===== src/rtl/spiclk_pkg.sv =====
`timescale 1ns/1ps
package spiclk_pkg;

    typedef enum logic {
        SCALE_POW2   = 1'b0,
        SCALE_LINEAR = 1'b1
    } scale_e;

    function automatic int max_of(input int a, input int b);
        return (a > b) ? a : b;
    endfunction

endpackage


===== src/rtl/spiclk_ratio.sv =====
`timescale 1ns/1ps
module spiclk_ratio #(
    parameter int DIV_W = 4,
    parameter int EXT_W = 8,
    parameter int CNT_W = 16
) (
    input  logic             gran_lin,
    input  logic [DIV_W-1:0] div_sel,
    input  logic [EXT_W-1:0] div_ext,
    output logic [CNT_W-1:0] ratio
);
    import spiclk_pkg::*;

    localparam int LIN_W = DIV_W + EXT_W;

    scale_e           mode;
    logic [LIN_W-1:0] lin_raw;
    logic [CNT_W-1:0] lin_ratio;
    logic [CNT_W-1:0] pow_ratio;

    assign mode    = scale_e'(gran_lin);
    assign lin_raw = {div_ext, div_sel};

    generate
        if (CNT_W > LIN_W) begin : g_lin_pad
            assign lin_ratio = {{(CNT_W-LIN_W){1'b0}}, lin_raw};
        end else begin : g_lin_fit
            assign lin_ratio = lin_raw[CNT_W-1:0];
        end
    endgenerate

    // Coarse mode: one-hot of the exponent.
    assign pow_ratio = {{(CNT_W-1){1'b0}}, 1'b1} << div_sel;

    always_comb begin
        if (mode == SCALE_LINEAR) begin
            ratio = (lin_ratio == '0) ? {{(CNT_W-1){1'b0}}, 1'b1} : lin_ratio;
        end else begin
            ratio = pow_ratio;
        end
    end

endmodule


===== src/rtl/spiclk_phase.sv =====
`timescale 1ns/1ps
module spiclk_phase #(
    parameter int CNT_W = 16
) (
    input  logic             clk,
    input  logic             rst_n,
    input  logic             enable,
    input  logic [CNT_W-1:0] ratio_in,
    output logic             run,
    output logic             active,
    output logic             lead,
    output logic             trail,
    output logic             bypass,
    output logic [CNT_W-1:0] cnt,
    output logic [CNT_W-1:0] ratio
);
    localparam logic [CNT_W-1:0] ONE = {{(CNT_W-1){1'b0}}, 1'b1};

    typedef struct packed {
        logic             run;
        logic [CNT_W-1:0] cnt;
        logic [CNT_W-1:0] ratio;
        logic             act;
        logic             lead;
        logic             trail;
    } phase_t;

    phase_t st_d, st_q;
    logic   wrap;

    always_comb begin
        st_d       = st_q;
        st_d.lead  = 1'b0;
        st_d.trail = 1'b0;
        wrap       = (st_q.cnt == st_q.ratio - ONE);
        if (!enable) begin
            st_d.run = 1'b0;
            st_d.cnt = '0;
        end else if (!st_q.run || wrap) begin
            // Period boundary: the only point where a new ratio is taken.
            st_d.run   = 1'b1;
            st_d.cnt   = '0;
            st_d.ratio = ratio_in;
        end else begin
            st_d.cnt = st_q.cnt + ONE;
        end
        st_d.act   = st_d.run && (st_d.cnt < (st_d.ratio >> 1));
        st_d.lead  = st_d.act && !st_q.act;
        st_d.trail = !st_d.act && st_q.act;
    end

    always_ff @(posedge clk or negedge rst_n) begin
        if (!rst_n) begin
            st_q <= '{run: 1'b0, cnt: '0, ratio: ONE, act: 1'b0,
                      lead: 1'b0, trail: 1'b0};
        end else begin
            st_q <= st_d;
        end
    end

    assign run    = st_q.run;
    assign active = st_q.act;
    assign lead   = st_q.lead;
    assign trail  = st_q.trail;
    assign bypass = st_q.run && (st_q.ratio == ONE);
    assign cnt    = st_q.cnt;
    assign ratio  = st_q.ratio;

endmodule


===== src/rtl/spiclk_div.sv =====
`timescale 1ns/1ps
module spiclk_div #(
    parameter int DIV_W = 4,
    parameter int EXT_W = 8
) (
    input  logic             clk,
    input  logic             rst_n,
    input  logic             enable,
    input  logic             gran_lin,
    input  logic [DIV_W-1:0] div_sel,
    input  logic [EXT_W-1:0] div_ext,
    input  logic             cpol,
    output logic             sclk,
    output logic             lead_stb,
    output logic             trail_stb
);
    import spiclk_pkg::*;

    localparam int CNT_W = max_of(2**DIV_W, DIV_W + EXT_W);

    logic [CNT_W-1:0] ratio_new;
    logic [CNT_W-1:0] ratio_cur;
    logic [CNT_W-1:0] cnt_cur;
    logic             run_cur;
    logic             act_cur;
    logic             lead_cur;
    logic             trail_cur;
    logic             bypass_cur;

    spiclk_ratio #(.DIV_W(DIV_W), .EXT_W(EXT_W), .CNT_W(CNT_W)) u_ratio (
        .gran_lin (gran_lin),
        .div_sel  (div_sel),
        .div_ext  (div_ext),
        .ratio    (ratio_new)
    );

    spiclk_phase #(.CNT_W(CNT_W)) u_phase (
        .clk      (clk),
        .rst_n    (rst_n),
        .enable   (enable),
        .ratio_in (ratio_new),
        .run      (run_cur),
        .active   (act_cur),
        .lead     (lead_cur),
        .trail    (trail_cur),
        .bypass   (bypass_cur),
        .cnt      (cnt_cur),
        .ratio    (ratio_cur)
    );

    // Ratio 1 forwards the functional clock; otherwise the registered phase.
    assign sclk      = bypass_cur ? (clk ^ cpol) : (act_cur ^ cpol);
    assign lead_stb  = bypass_cur | lead_cur;
    assign trail_stb = bypass_cur | trail_cur;

endmodule


===== config.mk =====
export PLATFORM = sky130hd
export DESIGN_NAME = spiclk_div
export DESIGN_NICKNAME = d
export VERILOG_FILES = /design/src/rtl/spiclk_pkg.sv /design/src/rtl/spiclk_ratio.sv /design/src/rtl/spiclk_phase.sv /design/src/rtl/spiclk_div.sv
export SDC_FILE = /design/constraint.sdc
export NUM_CORES = 1
export LEC_CHECK = 0
export CORE_UTILIZATION = 33
export DETAILED_ROUTE_END_ITERATION = 7
export PLACE_DENSITY = 0.6
export SETUP_SLACK_MARGIN = 0.05
export SLEW_MARGIN = 10
export SYNTH_ARGS = -nofsm -noshare
export SYNTH_HDL_FRONTEND = slang
export SYNTH_HIERARCHICAL = 1
export SYNTH_SLANG_ARGS = --single-unit

===== constraint.sdc =====
create_clock -name clk -period 6.7 [get_ports clk]
set_clock_uncertainty 0.2 [all_clocks]
set_input_delay 1.34 -clock clk [delete_from_list [all_inputs] [get_ports clk]]
set_output_delay 1.34 -clock clk [all_outputs]
set_load 0.05 [all_outputs]

==> results by group, run 1 <==
Status
  – Status: finished, final reports clean

Floorplanning
  – Die area: 9200 µm²
  – Die span in y: 95.9 µm
  – I/O pin count: 20
  – Row count: 33
  – Core box area: 8380 µm²
  – Die Width: 95.9 µm
  – Initial Utilization: 0.347

Routing
  – Avg WL per Cell: 16.8 µm
  – Vias: 2393
  – Initial drt markers: 116
  – Total Wirelength: 7290 µm
  – Vias per std cell: 5.53
  – DR DRC count: 0
  – Pre-Repair DR Iteration Count: 4
  – Final ANT Viol Nets: 0

Finish
  – Ant diodes: 0
  – Synth-to-layout area growth: 12.9%
  – Layout cell share with drive strength beyond 1: 0.0732
  – Nets: 361

Clock network
  – # hold bufs at CTS: 0
  – Worst skew pair latency: 0.40 ns
  – Post-cts resize count: 0
  – Clock transition at path regs: 0.08 ns
  – CTS tree: done
  – Setup bufs post-CTS: 0

Critical path
  – Buf/Inv on CP: 3
  – Worst setup EP type: primary output
  – Worst reg-to-reg setup slack: 0.97 ns
  – Crit-path slowest cell: clkdlybuf4s50_1
  – R2r endpoint: u_phase/trail
  – CP cell instances: clkbuf_8, clkbuf_8, mux2i_1, xnor2_1, clkdlybuf4s50_1
  – Worst reg2reg path depth: 16
  – CP startpoint kind: clock port
  – CP max stage delay: 0.81 ns
  – Top cell by count, worst path: clkbuf_8
  – Critical path type: clk2out
  – Top delay family on crit path: buffers and inverters
  – RR Startpoint: u_phase/ratio[3]
  – Worst Setup EP: sclk
  – Critical Path Fanout Max: 2
  – Worst path arrival time: 4.68 ns
  – Worst path depth: 5
  – CP Data Required Time: 5.16 ns
  – Crit path launch: clk

Power and ir drop
  – Seq pwr share: 0.380
  – PwrDens: 206 nW/µm²
  – Sw frac: 0.321
  – PnR Total Power: 0.000676 W
  – Clk pwr share: 0.371
  – Worst vdd ir: 0.0837 mV
  – Comb pwr share: 0.249
  – P_sw: 0.000217 W
  – Internal power: 0.000459 W
  – Leak: 1.48 nW

Synthesis
  – Main flop type after synthesis: dfrtp_1
  – Syn nets: 349
  – Post-synth ARST share: 1.00
  – Syn. warnings: 6
  – Netlist cell types: 60
  – Synthesized area per cell: 9.24 µm²
  – Seq/Total Area, Yosys: 0.310
  – Syn Inst Count: 315
  – Cell Area, Synth: 2910 µm²
  – EDFF count, synth: 0
  – Seq cells post-synth: 36

GRT
  – Largest net degree at the start of global routing: 37
  – Vias in the first global route: 2295
  – Initial antenna violation count: 0
  – First-pass GRT wire length: 11800 µm
  – GRT Overall Usage: 0.174
  – Total gr overflow: 0

Flow run
  – Max_cap viols: 0

STA
  – Worst-Margin Slew: 0.879 ns
  – Setup_tns: 0 ns
  – RSZ-0062 raised after global routing: false
  – Slew margin rel.: 0.407
  – Final hold violation count: 0
  – Final Slew Violations: 0
  – Final setup vio count: 0

Placement
  – Buffers on Ports: 19
  – Detailed placement HPWL: 5580 µm
  – GP Congestion: 0.871

Worst hold path
  – HP Class: reg2reg
flip-flops by register name (all words and copies together) (netlist names):
| signal | flops |
|---|---|
| u_phase/cnt | 16 |
| u_phase/ratio | 16 |
| u_phase/active | 1 |
| u_phase/lead | 1 |
| u_phase/run | 1 |
| u_phase/trail | 1 |
layout make-up:
| type | instances | area (µm²) |
|---|---|---|
| fillers | 823 | 5100 |
| multi-input cells | 253 | 1880 |
| flip-flops and latches | 36 | 902 |
| repair buffers | 19 | 183 |
| well taps | 105 | 131 |
| clock buffers | 10 | 124 |
| clock inverters | 2 | 35.0 |
| inverters | 8 | 30.0 |
Yosys cell counts (all sizes together) (6+ instances only):
cell,count,area (µm²)
dfrtp,35,876
nor2,30,113
nand2,23,86.3
xnor2,18,158
ha,17,213
mux2i,17,170
mux2,16,180
xor2,14,123
buf,9,63.8
clkbuf,9,35.0
o21ai,9,45.0
a21o,8,60.1
inv,8,30.0
nor4,8,65.1
nand3,7,35.0
o31ai,7,57.6
or3,6,42.5
layout by cell type, fill, tap and decap left out, types with 6 or more instances in the layout:
master and instances:
mux2_1 11, xor2_1 14, mux2i_1 17, nor4_1 7
a21o_1 8, clkbuf_8 8, o21ai_0 7, nand2_1 23
clkdlybuf4s50_1 18, dfrtp_1 35, o31ai_1 6, nor2_1 30
xnor2_1 18, ha_1 17, nand3_1 7, inv_1 8
through the flow:
| stage | setup WS, ns | instance area, µm² | utilization | cells | hold WS (ns) |
|---|---|---|---|---|---|
| finish | 0.483 | 3280 | 0.392 | 433 | 0.241 |
| floorplan | 1.18 | 2910 | - | 315 | 0.212 |
| CTS | 0.468 | 3280 | 0.392 | 433 | 0.245 |
| global route | 0.401 | 3280 | 0.392 | 433 | 0.278 |
| detailed placement | 0.734 | 3140 | 0.374 | 422 | 0.234 |
| global placement | 0.734 | 3140 | 0.374 | 422 | 0.233 |
cells by family (layout without fill, tap and decap cells):
kind of cell,after synthesis,in the layout,share of synthesized area
flip-flops,36,36,0.310
multiplexers,33,33,0.120
XOR/XNOR,32,32,0.0963
AO/OA/AOI/OAI,53,53,0.135
AND/OR/NAND/NOR,118,118,0.221
adder cells (fa/ha/maj),17,17,0.0731
buffers and inverters,26,39,0.0443
power groups by stage:
stage	Combinational, W	Sequential (W)	Clock (W)
after floorplan	0.000131	0.000248	0.00000803
after global placement	0.000166	0.000261	0.0000111
after detailed placement	0.000165	0.000261	0.0000111
after CTS	0.000167	0.000257	0.000257
after global routing	0.000185	0.000260	0.000270
final	0.000169	0.000257	0.000251
how the worst min path moves through the flow:
stage	startpoint	endpoint	cells after the start
after floorplan	u_phase/active	u_phase/lead	1
after global placement	u_phase/active	u_phase/lead	1
after detailed placement	u_phase/active	u_phase/lead	1
after CTS	u_phase/active	u_phase/lead	1
after global routing	u_phase/active	u_phase/lead	1
final	u_phase/active	u_phase/lead	1
per-layer routing:
metal / part of all wire / up-vias / track usage
li1: - / 1177 / -
met1: 0.46 / 1138 / 0.229
met2: 0.46 / 61 / 0.271
met3: 0.045 / 17 / 0.0340
met4: 0.033 / 0 / 0.0908
met5: 0 / - / 0
Power figures use the tool's default switching activity.
==> inputs of run 2 (changes only) <==
Settings changed: ABC_AREA from default to 0, SKIP_LAST_GASP from default to 1.
==> results of run 2 <==
The final DEF is identical to that of run 1; final timing and power are the same.
==> inputs of run 3 (changes only) <==
Settings changed: CTS_CLUSTER_SIZE from default to 8, PLACE_DENSITY 0.6 to default.
==> results of run 3 <==
The final DEF is identical to that of run 1; final timing and power are the same.
